## config.mk

```make
export PLATFORM = sky130hd
export DESIGN_NAME = scsi_host_regs
export DESIGN_NICKNAME = d
export VERILOG_FILES = /design/src/rtl/scsi_regs_pkg.sv /design/src/rtl/scsi_reg_write.sv /design/src/rtl/scsi_tick_gen.sv /design/src/rtl/scsi_cmd_engine.sv /design/src/rtl/scsi_host_regs.sv
export SDC_FILE = /design/constraint.sdc
export NUM_CORES = 1
export LEC_CHECK = 0
export BUFFER_PORTS_ARGS = -buffer_cell sky130_fd_sc_hd__buf_2
export CAP_MARGIN = 20
export CORE_MARGIN = 4
export CORE_UTILIZATION = 30
export DETAILED_ROUTE_END_ITERATION = 8
export GPL_ROUTABILITY_DRIVEN = 0
export GPL_TIMING_DRIVEN = 0
export HOLD_SLACK_MARGIN = 0.15
export SLEW_MARGIN = 20
export SYNTH_ARGS = -nofsm -noshare
export SYNTH_HDL_FRONTEND = slang
export SYNTH_SLANG_ARGS = --single-unit
export TNS_END_PERCENT = 30
```

## constraint.sdc

```tcl
create_clock -name clk -period 4.6 [get_ports clk]
set_input_delay 0.23 -clock clk [delete_from_list [all_inputs] [get_ports clk]]
set_output_delay 0.23 -clock clk [all_outputs]
set_load 0.005 [all_outputs]
```

## src/rtl/scsi_regs_pkg.sv

```systemverilog
package scsi_regs_pkg;
  parameter int ADDR_W    = 7;
  parameter int WORD_W    = 16;
  parameter int ID_W      = 3;
  parameter int BYTE_W    = 8;
  parameter int MODE_W    = 2;
  parameter int CNT_W     = 3;
  parameter int PH_LSB    = 4;
  parameter int PH_W      = 3;
  parameter int PHL_W     = 2;

  // status bit positions
  parameter int B_CI      = 9;
  parameter int B_DI      = 8;
  parameter int B_SCH     = 3;
  parameter int B_CON     = 2;
  parameter int B_SIP     = 1;
  parameter int B_TBE     = 4;
  parameter int B_IE      = 0;
  // command bit positions
  parameter int C_DMA     = 15;
  parameter int C_RSTREQ  = 14;
  parameter int C_DISCON  = 10;
  parameter int C_SELECT  = 8;
  parameter int C_XFER    = 7;

  parameter logic [WORD_W-1:0] CST_W1C = 16'h3B88;
  parameter logic [WORD_W-1:0] CST_RO  = 16'h3BF7;
  parameter logic [WORD_W-1:0] DST_W1C = 16'h2C18;
  parameter logic [WORD_W-1:0] DST_RO  = 16'h0C17;
  parameter logic [WORD_W-1:0] CST_SRC = 16'h3C88;
  parameter logic [WORD_W-1:0] DST_SRC = 16'h0C18;

  parameter logic [ADDR_W-1:0] OFS_DIAG  = 7'h00;
  parameter logic [ADDR_W-1:0] OFS_CTRL  = 7'h0C;
  parameter logic [ADDR_W-1:0] OFS_OWNID = 7'h10;
  parameter logic [ADDR_W-1:0] OFS_TGTID = 7'h14;
  parameter logic [ADDR_W-1:0] OFS_DET   = 7'h18;
  parameter logic [ADDR_W-1:0] OFS_DATA  = 7'h20;
  parameter logic [ADDR_W-1:0] OFS_MODE  = 7'h24;
  parameter logic [ADDR_W-1:0] OFS_CST   = 7'h48;
  parameter logic [ADDR_W-1:0] OFS_DST   = 7'h4C;
  parameter logic [ADDR_W-1:0] OFS_CMD   = 7'h50;
  parameter logic [ADDR_W-1:0] OFS_DCTL  = 7'h54;

  typedef struct packed {
    logic [WORD_W-1:0] diag;
    logic [WORD_W-1:0] ctrl;
    logic [ID_W-1:0]   own_id;
    logic [ID_W-1:0]   tgt_id;
    logic [BYTE_W-1:0] data;
    logic [MODE_W-1:0] mode;
    logic [WORD_W-1:0] cst;
    logic [WORD_W-1:0] dst;
    logic [WORD_W-1:0] cmd;
    logic [WORD_W-1:0] dctl;
  } regs_t;

  // clear-on-one, keep read-only, take the rest
  function automatic logic [WORD_W-1:0] status_merge(
    input logic [WORD_W-1:0] old, input logic [WORD_W-1:0] wd,
    input logic [WORD_W-1:0] w1c, input logic [WORD_W-1:0] ro);
    logic [WORD_W-1:0] kept;
    logic [WORD_W-1:0] taken;
    kept  = old & ~(wd & w1c);
    taken = wd & ~w1c;
    return (taken & ~ro) | (kept & ro);
  endfunction

  function automatic logic any_src(input logic [WORD_W-1:0] v,
                                   input logic [WORD_W-1:0] src);
    return |(v & src);
  endfunction

  function automatic logic [WORD_W-1:0] read_word(input regs_t r,
                                                  input logic [ADDR_W-1:0] a);
    logic [WORD_W-1:0] v;
    v = '0;
    case (a)
      OFS_DIAG:  v = r.diag;
      OFS_CTRL:  v = r.ctrl;
      OFS_OWNID: v = WORD_W'(r.own_id);
      OFS_TGTID: v = WORD_W'(r.tgt_id);
      OFS_DATA:  v = WORD_W'(r.data);
      OFS_MODE:  v = WORD_W'(r.mode);
      OFS_CST:   v = r.cst;
      OFS_DST:   v = r.dst;
      OFS_CMD:   v = r.cmd;
      OFS_DCTL:  v = r.dctl;
      default:   v = '0;
    endcase
    return v;
  endfunction
endpackage

```

## src/rtl/scsi_reg_write.sv

```systemverilog
module scsi_reg_write
  import scsi_regs_pkg::*;
(
  input  regs_t                   cur_i,
  input  logic                    wr_i,
  input  logic [ADDR_W-1:0]       addr_i,
  input  logic [WORD_W-1:0]       wdata_i,
  output regs_t                   nxt_o,
  output logic                    wr_ok_o
);
  localparam int LOW_W = 2;

  assign wr_ok_o = wr_i && (addr_i[LOW_W-1:0] == '0);

  always_comb begin
    nxt_o = cur_i;
    if (wr_ok_o) begin
      case (addr_i)
        OFS_DIAG:  nxt_o.diag   = wdata_i;
        OFS_CTRL:  nxt_o.ctrl   = wdata_i;
        OFS_OWNID: nxt_o.own_id = wdata_i[ID_W-1:0];
        OFS_TGTID: nxt_o.tgt_id = wdata_i[ID_W-1:0];
        OFS_DATA:  nxt_o.data   = wdata_i[BYTE_W-1:0];
        OFS_MODE:  nxt_o.mode   = wdata_i[MODE_W-1:0];
        OFS_CST:   nxt_o.cst    = status_merge(cur_i.cst, wdata_i, CST_W1C, CST_RO);
        OFS_DST:   nxt_o.dst    = status_merge(cur_i.dst, wdata_i, DST_W1C, DST_RO);
        OFS_CMD: begin
          nxt_o.cmd = wdata_i;
          nxt_o.cmd[C_RSTREQ] = 1'b0;
        end
        OFS_DCTL:  nxt_o.dctl   = wdata_i;
        default:   nxt_o = cur_i;
      endcase
    end
  end
endmodule

```

## src/rtl/scsi_tick_gen.sv

```systemverilog
module scsi_tick_gen #(
  parameter int TICK_LOG2 = 4
) (
  input  logic clk,
  input  logic rst_n,
  output logic tick_o
);
  localparam int DW = (TICK_LOG2 < 1) ? 1 : TICK_LOG2;

  logic [DW-1:0] div_q;

  always_ff @(posedge clk) begin
    if (!rst_n) div_q <= '0;
    else        div_q <= div_q + 1'b1;
  end

  generate
    if (TICK_LOG2 == 0) begin : g_every
      assign tick_o = 1'b1;
    end else begin : g_div
      assign tick_o = &div_q;
      // ticks are never back to back when divided
      assert_tick_spacing_R11: assert property (@(posedge clk) disable iff (!rst_n)
        tick_o |=> !tick_o);
    end
  endgenerate
endmodule

```

## src/rtl/scsi_cmd_engine.sv

```systemverilog
module scsi_cmd_engine
  import scsi_regs_pkg::*;
(
  input  regs_t             regs_i,
  input  logic              linked_i,
  input  logic              tick_i,
  input  logic [WORD_W-1:0] cst_set_i,
  input  logic [WORD_W-1:0] dst_set_i,
  input  logic              sel_won_i,
  output regs_t             regs_o,
  output logic              linked_o,
  output logic              disc_fire_o,
  output logic              sel_fire_o,
  output logic              xfer_fire_o
);
  logic ph_hi_eq, ph_lo_eq;
  logic ci, di;

  always_comb begin
    regs_o   = regs_i;
    linked_o = linked_i;

    // bus-side events
    regs_o.cst = regs_o.cst | cst_set_i;
    regs_o.dst = regs_o.dst | dst_set_i;
    if (sel_won_i) begin
      regs_o.cst[B_CON] = 1'b1;
      regs_o.cst[B_SCH] = 1'b1;
      regs_o.cst[B_SIP] = 1'b0;
      linked_o = 1'b1;
    end
    if (tick_i) regs_o.dst[CNT_W-1:0] = regs_o.dst[CNT_W-1:0] + 1'b1;

    // disconnect
    disc_fire_o = regs_o.cmd[C_DISCON];
    if (disc_fire_o) begin
      regs_o.cst[B_CON] = 1'b0;
      if (linked_o) begin
        regs_o.cst[B_SCH] = 1'b1;
        linked_o = 1'b0;
      end
      regs_o.cst[B_SIP] = 1'b0;
      regs_o.cmd[C_DISCON] = 1'b0;
    end

    // select
    sel_fire_o = regs_o.cmd[C_SELECT];
    if (sel_fire_o) begin
      regs_o.cmd[C_SELECT] = 1'b0;
      regs_o.cst[B_SIP] = 1'b1;
      linked_o = 1'b0;
    end

    // programmed-I/O transfer
    ph_hi_eq = regs_o.cmd[PH_LSB +: PH_W] == regs_o.cst[PH_LSB +: PH_W];
    ph_lo_eq = regs_o.cmd[PHL_W-1:0] == regs_o.dst[PHL_W-1:0];
    xfer_fire_o = regs_o.cmd[C_XFER] && !regs_o.cmd[C_DMA] && ph_hi_eq && ph_lo_eq
                  && !regs_o.cst[B_SIP];
    if (xfer_fire_o) begin
      regs_o.cmd[C_XFER] = 1'b0;
      regs_o.dst[B_TBE]  = 1'b1;
    end

    // summaries mirrored into both status registers
    ci = any_src(regs_o.cst, CST_SRC);
    di = any_src(regs_o.dst, DST_SRC);
    regs_o.cst[B_CI] = ci;
    regs_o.cst[B_DI] = di;
    regs_o.dst[B_CI] = ci;
    regs_o.dst[B_DI] = di;
  end
endmodule

```

## src/rtl/scsi_host_regs.sv

```systemverilog
module scsi_host_regs
  import scsi_regs_pkg::*;
#(
  parameter int TICK_LOG2 = 4
) (
  input  logic              clk,
  input  logic              rst_n,
  input  logic [6:0]        host_addr,
  input  logic              host_wr,
  input  logic              host_rd,
  input  logic [15:0]       host_wdata,
  output logic [15:0]       host_rdata,
  input  logic [15:0]       evt_cstat_set,
  input  logic [15:0]       evt_dstat_set,
  input  logic              evt_sel_won,
  output logic              irq
);
  localparam int LOW_W = 2;

  regs_t regs_q, regs_wr, regs_d;
  logic  linked_q, linked_d;
  logic  wr_ok, tick;
  logic  disc_fire, sel_fire, xfer_fire;
  logic  rd_ok;
  logic [WORD_W-1:0] rdata_q;

  scsi_reg_write u_wr (
    .cur_i   (regs_q),
    .wr_i    (host_wr),
    .addr_i  (host_addr),
    .wdata_i (host_wdata),
    .nxt_o   (regs_wr),
    .wr_ok_o (wr_ok)
  );

  scsi_tick_gen #(.TICK_LOG2(TICK_LOG2)) u_tick (
    .clk    (clk),
    .rst_n  (rst_n),
    .tick_o (tick)
  );

  scsi_cmd_engine u_cmd (
    .regs_i      (regs_wr),
    .linked_i    (linked_q),
    .tick_i      (tick),
    .cst_set_i   (evt_cstat_set),
    .dst_set_i   (evt_dstat_set),
    .sel_won_i   (evt_sel_won),
    .regs_o      (regs_d),
    .linked_o    (linked_d),
    .disc_fire_o (disc_fire),
    .sel_fire_o  (sel_fire),
    .xfer_fire_o (xfer_fire)
  );

  assign rd_ok = host_rd && (host_addr[LOW_W-1:0] == '0);

  always_ff @(posedge clk) begin
    if (!rst_n) begin
      regs_q   <= '0;
      linked_q <= 1'b0;
      rdata_q  <= '0;
    end else begin
      regs_q   <= regs_d;
      linked_q <= linked_d;
      if (rd_ok) rdata_q <= read_word(regs_q, host_addr);
    end
  end

  assign host_rdata = rdata_q;
  assign irq = regs_q.ctrl[B_IE] && (regs_q.cst[B_CI] || regs_q.cst[B_DI]);

  // misaligned access leaves configuration registers alone
  assert_misaligned_wr_R1: assert property (@(posedge clk) disable iff (!rst_n)
    (host_wr && host_addr[1:0] != 2'b00 && !evt_sel_won && evt_cstat_set == '0)
      |=> (regs_q.ctrl == $past(regs_q.ctrl) && regs_q.own_id == $past(regs_q.own_id)
           && regs_q.cmd == $past(regs_q.cmd)));

  assert_rd_hold_R1: assert property (@(posedge clk) disable iff (!rst_n)
    !rd_ok |=> $stable(host_rdata));

  assert_irq_gate_R6: assert property (@(posedge clk) disable iff (!rst_n)
    (wr_ok && host_addr == OFS_CTRL && !host_wdata[B_IE]) |=> !irq);

  assert_discon_R7: assert property (@(posedge clk) disable iff (!rst_n)
    (wr_ok && host_addr == OFS_CMD && host_wdata[C_DISCON] && !host_wdata[C_SELECT])
      |=> (!regs_q.cst[B_CON] && !regs_q.cst[B_SIP] && !regs_q.cmd[C_DISCON]));

  assert_select_R8: assert property (@(posedge clk) disable iff (!rst_n)
    (wr_ok && host_addr == OFS_CMD && host_wdata[C_SELECT])
      |=> (regs_q.cst[B_SIP] && !regs_q.cmd[C_SELECT]));

  assert_xfer_blocked_R9: assert property (@(posedge clk) disable iff (!rst_n)
    xfer_fire |-> !regs_wr.cmd[C_DMA]);

  assert_rstreq_R10: assert property (@(posedge clk) disable iff (!rst_n)
    !regs_q.cmd[C_RSTREQ]);

  assert_cnt_R11: assert property (@(posedge clk) disable iff (!rst_n)
    (tick && evt_dstat_set[CNT_W-1:0] == '0)
      |=> regs_q.dst[CNT_W-1:0] == $past(regs_q.dst[CNT_W-1:0]) + 1'b1);

  assert_sel_disc_R8: assert property (@(posedge clk) disable iff (!rst_n)
    (disc_fire || sel_fire) |=> !linked_q);
endmodule

```

# Word level (Yosys, flattened, before mapping)
# Cells that the tools add are included.
[classes] add_sub_neg=2 mul=0 div_mod_pow=0 magnitude_cmp=0 n_eq_ne=11 shift=0 mux=13 n_bitwise=9 reduce_logical=26
[op_table] operator="$pmux W16 S10" count=1
[op_table] operator="$mux W16" count=4
[op_table] operator="$mux W64" count=1
[op_table] operator="$or A16 B16 Y16" count=2
[op_table] operator="$eq A7 B7 Y1 const B" count=4
[op_table] operator="$or A16 B12 Y16" count=1
[op_table] operator="$or A16 B14 Y16" count=1
[op_table] operator="$reduce_and A2 Y1" count=8
[op_table] operator="$and A14 B14 Y14" count=1
[op_table] operator="$eq A7 B5 Y1 const B" count=2
[op_table] operator="$eq A7 B6 Y1 const B" count=2
[op_table] operator="$not A14 Y14" count=1
[op_table] operator="$and A12 B12 Y12" count=1
[op_table] operator="$not A12 Y12" count=1
[op_table] operator="$mux W3" count=3
[op_table] operator="$eq A7 B4 Y1 const B" count=1
[op_table] operator="$logic_and A1 B1 Y1" count=7
[op_table] operator="$logic_not A7 Y1" count=1
[op_table] operator="$reduce_or A6 Y1" count=1
[op_table] operator="$add A4 B1 Y4 const B" count=1
[op_table] operator="$mux W1" count=4
[op_table] operator="$reduce_and A4 Y1" count=1
[op_table] operator="$reduce_or A2 Y1" count=2
[op_table] operator="$reduce_or A4 Y1" count=1
[op_table] operator="8 further kinds" count=9
[word_totals] register_bits=132 latch_bits=0 ram_bits=0 rom_bits=0 in_bits=60 wordCells=78 n_memories=0

# Depth between registers and ports, before layout
[logic_depth] word_depth=14 mapped_depth=9 depth_no_buf=7

# By module
# Synthesis repeated with hierarchy kept, for this count alone.
[hier_totals] cells_unflattened=737 area_unflattened_um2=7250.7
[by_module_without_submodules] mod="scsi_host_regs" instances=1 cells_each=440 area_each_um2=4608.2 seq_area_each_um2=2582.5
[by_module_without_submodules] mod="scsi_reg_write" instances=1 cells_each=140 area_each_um2=1453.9 seq_area_each_um2=0.0
[by_module_without_submodules] mod="scsi_cmd_engine" instances=1 cells_each=143 area_each_um2=1036.0 seq_area_each_um2=0.0
[by_module_without_submodules] mod="scsi_tick_gen" instances=1 cells_each=14 area_each_um2=152.6 seq_area_each_um2=80.1

# Least setup slack after synthesis
# No wires, ideal clock.
[synth_timing] path_type="input-to-reg" start="in host_addr[2]" end="reg regs_q[23] (netlist name)" setup_ns=0.115 arrival_ns=2.113 t_required_ns=4.485 slack_ns=2.371 stages=8 n_path_buf=2 path_cell_list="buf_6 -> or4_4 -> buf_6 -> o21ai_1 -> a211o_1 -> nand4_1 -> or4_4 -> and3_1"
[synth_between] elab_chain_len=10 elab_cells_between_ends=23 classes_between="add/sub: 1; eq/ne: 5; mux: 8; bitwise: 2; reduce/logical: 7"
[synth_lines] element="from (decl)" line="scsi_host_regs.sv:8" text="input logic [6:0] host_addr,"
[synth_lines] element="$eq A7 B7 Y1" line="scsi_reg_write.sv:18" text="case (addr_i)"
[synth_lines] element="$mux W16" line="scsi_reg_write.sv:18"
[synth_lines] element="$mux W64 *" line="scsi_reg_write.sv:17" text="if (wr_ok_o) begin"
[synth_lines] element="$or A16 B16 Y16, on equally long branches" line="scsi_cmd_engine.sv:25, scsi_cmd_engine.sv:24"
[synth_lines] element="$add A3 B1 Y3 / $mux W3 (equally long branches)" line="scsi_cmd_engine.sv:32, scsi_cmd_engine.sv:26"
[synth_lines] element="$mux W3, on equally long branches" line="scsi_cmd_engine.sv:32, scsi_cmd_engine.sv:36"
[synth_lines] element="$eq A2 B2 Y1 / $mux W1 (equally long branches)" line="scsi_cmd_engine.sv:56, scsi_cmd_engine.sv:48"
[synth_lines] element="$logic_and A1 B1 Y1 / $logic_not A1 Y1 (equally long branches)" line="scsi_cmd_engine.sv:57, scsi_cmd_engine.sv:58"
[synth_lines] element="$logic_and A1 B1 Y1" line="scsi_cmd_engine.sv:58" text="&& !regs_o.cst[B_SIP];"
[synth_lines] element="$reduce_or A2 Y1 (no line)"
[synth_lines] element="to (signal assigned)" line="scsi_host_regs.sv:64" text="regs_q <= regs_d;"
[synth_lines] element="to (decl)" line="scsi_host_regs.sv:20" text="regs_t regs_q, regs_wr, regs_d;"
# Mark *: on every way between the ends. The rest lies on a longest branch, timed or not.
# A chain may end at the register's enable or synchronous reset.

# Worst setup path in the final report
[layout_timing] start="in host_addr[4]" end="reg regs_q[14] (netlist name)"
[layout_between] elab_chain_len=2
[layout_lines] element="$eq A7 B7 Y1" line="scsi_reg_write.sv:18"
[layout_lines] element="$reduce_and A2 Y1 (no line)"
# No other way between the ends.

==> impl_metrics.ini <==
[status]
status = finished, final reports clean

[hold_path]
hp-class = primary input to flop

[power_and_ir_drop]
p_leak_nw = 2.91
power_density_nw_per_um2 = 368
ir_drop_uv = 160

[placement]
place_area_sq_um = 6300
io_buffers = 65
place_hpwl_um = 15000

[clocking]
cts_buffers = 17
clock_tree.buffer_depth = 2
clk_pin_slew_ns = 0.06
cts_root_buf = clkbuf_16
htree_levels = 4
clkLatencyLatePin_ns = 0.42
cts_setup_buffers = 0
cts_tree = done
clock-sinks = 128

[timing]
tightest_slew_ns = 0.870
setup-tns-final_ns = 0
final.setup_skew_ns = 0.00567
slew_violations = 0
rsz0062_at_grt = false
fin_crit_ns = 2.52
min_period_over_period_pct = 54.7
finalSetupViolations = 0
max_freq_mhz = 398
relSlewSlack_pct = 41.7
hold_viol = 0

[setup_path]
crit_type = primary input to flop
worstPathRequired_ns = 4.88
critPathMaxFanout = 10
start_kind = primary input
r2r_slack_ns = 2.53
endpoint_kind = flop
arrival_ns = 2.80

[synthesis]
syn-num-nets = 749
yosysWarnings = 0
ys_ff_latch = 128
synth_area_sq_um = 5670
synth-seq-area-share_pct = 45.2
avgSynthCellArea_sq_um = 8.26
synthFlopType = dfxtp_1
synth.distinct_cells = 62
async_flop_share_pct = 0
synth_edf_count = 0
netlist_instances = 687

[route]
highest_layer = met4
dr.pass1.iters = 5
vias_per_cell = 5.39
drtIter0Drc = 645
wl_um = 20800
wl_met1_um = 9270
wl_per_cell_um = 19.6
ant_nets = 0
met3WireLength_um = 1740
drc = 0
wl_met2_um = 9090
num_vias = 5715

[die]
ios = 77
coreArea_sq_um = 18600
start_util_pct = 30.4
die_y_um = 145
die-area_sq_um = 21200
rows = 50
die_x_um = 145

[global_route]
grt_pass1_vias = 5382
gr-usage-all-layers_pct = 19.3
grt_overflow = 0
grt_max_degree = 17
grt_pass1_wl_um = 31700
grt_antenna_before_repair = 1

[finish]
drive_above_1_share_pct = 13.9
stdcell_area_sq_um = 7310
antenna_cells = 0
final_nets = 876
syn_to_final_growth_pct = 28.9

[job]
maxCapViolations = 0
-- placed cells by master, fill, tap and decap left out, types with 3 or more instances in the layout --
master	synthesis	final
o21ai_1	13	13
nor2_1	76	76
a21oi_1	77	77
clkbuf_1	41	45
nand2b_1	4	4
mux2i_1	43	43
dfxtp_1	128	128
and2_1	7	7
clkinv_2	0	4
buf_2	1	66
a32oi_1	6	6
a22oi_1	17	17
xnor2_1	3	3
clkbuf_16	0	17
nand3_1	29	29
xor2_1	4	4
dlygate4sd3_1	0	43
inv_1	11	11
nand3b_1	3	3
o21ai_0	17	17
nand4_1	4	4
a22o_1	5	5
nand2_1	114	114
a221oi_1	4	4
nor3_1	4	4
mux2_2	6	6
clkbuf_8	0	4
a31oi_1	13	13
buf_1	3	3
and3_1	5	5
-- per-layer routing --
layer	vias up	global-route usage, %
met2	270	29.2
met1	2723	26.8
met3	47	4.17
li1	2675	-
met5	-	0
met4	0	7.64
-- area by class of cell --
type / instances / area (sq um)
well taps: 234 / 293
clock inverters: 6 / 80.1
inverters: 12 / 45.0
multi-input cells: 498 / 2870
fillers: 1967 / 11300
clock buffers: 25 / 495
repair buffers: 108 / 756
flip-flops and latches: 128 / 2560
plain buffers: 49 / 205
-- stage by stage --
stage / power [mW] / hold slack [ns] / std cells / setup WS (ns) / util, %
finish: 2.69 / 0.150 / 1060 / 2.08 / 39.2
global route: 2.77 / 0.156 / 1060 / 1.92 / 39.2
CTS: 2.70 / 0.155 / 1060 / 2.13 / 39.2
detailed placement: 1.36 / 0.440 / 986 / 1.70 / 33.8
global placement: 1.35 / 0.434 / 986 / 1.48 / 33.7
floorplan: 1.26 / 0.347 / 687 / 2.37 / -
-- repair_timing --
action	CTS	global route
gates resized for setup	0	0
hold buffers	43	0
endpoints found under the hold margin	65	0
-- report_power, final --
group | internal, mW | switching, mW | leakage (nW)
clock | 0.847 | 0.477 | 0.287
combinational | 0.0831 | 0.131 | 1.58
sequential | 1.14 | 0.0185 | 1.04
total | 2.07 | 0.626 | 2.91
-- worst paths after layout --
kind                        start         endpoint  cells past startpoint
setup / recovery     host_addr[4]       regs_q[14]                      8
hold / removal        evt_sel_won         linked_q                      2
setup reg to reg       regs_q[33]       regs_q[23]                      6
hold reg to reg   u_tick.div_q[0]  u_tick.div_q[0]                      1
-- cell usage after synthesis, types with 3 or more instances --
| library cell | instances | area share, % |
|---|---|---|
| dfxtp_1 | 128 | 45 |
| nand2_1 | 114 | 7.5 |
| a21oi_1 | 77 | 6.8 |
| nor2_1 | 76 | 5.0 |
| mux2i_1 | 43 | 7.6 |
| clkbuf_1 | 41 | 2.7 |
| nand3_1 | 29 | 2.6 |
| a22oi_1 | 17 | 2.3 |
| o21ai_0 | 17 | 1.5 |
| a31oi_1 | 13 | 1.4 |
| o21ai_1 | 13 | 1.1 |
| inv_1 | 11 | 0.73 |
| and2_1 | 7 | 0.77 |
| a32oi_1 | 6 | 0.93 |
| mux2_2 | 6 | 1.2 |
| a22o_1 | 5 | 0.77 |
| and3_1 | 5 | 0.55 |
| a221oi_1 | 4 | 0.62 |
| nand2b_1 | 4 | 0.44 |
| nand4_1 | 4 | 0.44 |
| nor3_1 | 4 | 0.35 |
| xor2_1 | 4 | 0.62 |
| buf_1 | 3 | 0.20 |
| nand3b_1 | 3 | 0.40 |
| nor4_2 | 3 | 0.66 |
| xnor2_1 | 3 | 0.46 |
-- state kept, by name, indices dropped and copies added, names as in the netlist --
| name | cells |
|---|---|
| u_tick.div_q | 4 |
| host_rdata | 16 |
| regs_q | 107 |
| linked_q | 1 |
-- cells by family (layout without fill, tap and decap cells) --
| kind of cell | count (synthesis) | in the layout | synth area share [%] |
|---|---|---|---|
| flops | 128 | 128 | 45.2 |
| buf+inv | 61 | 200 | 4.41 |
| simple gates | 268 | 268 | 21.7 |
| fa+ha+maj | 2 | 2 | 0.441 |
| mux | 49 | 49 | 8.78 |
| xor+xnor | 7 | 7 | 1.08 |
| compound gates | 172 | 172 | 18.4 |
-- worst max-delay path, stage by stage --
cell and delay (ns):
buf_2 0.10, clkbuf_1 0.35, nand3b_1 0.32, nor3_2 0.74
nand3_2 0.42, buf_2 0.37, mux2i_1 0.20, nor2_1 0.05
(Power assumes the default switching activity.)
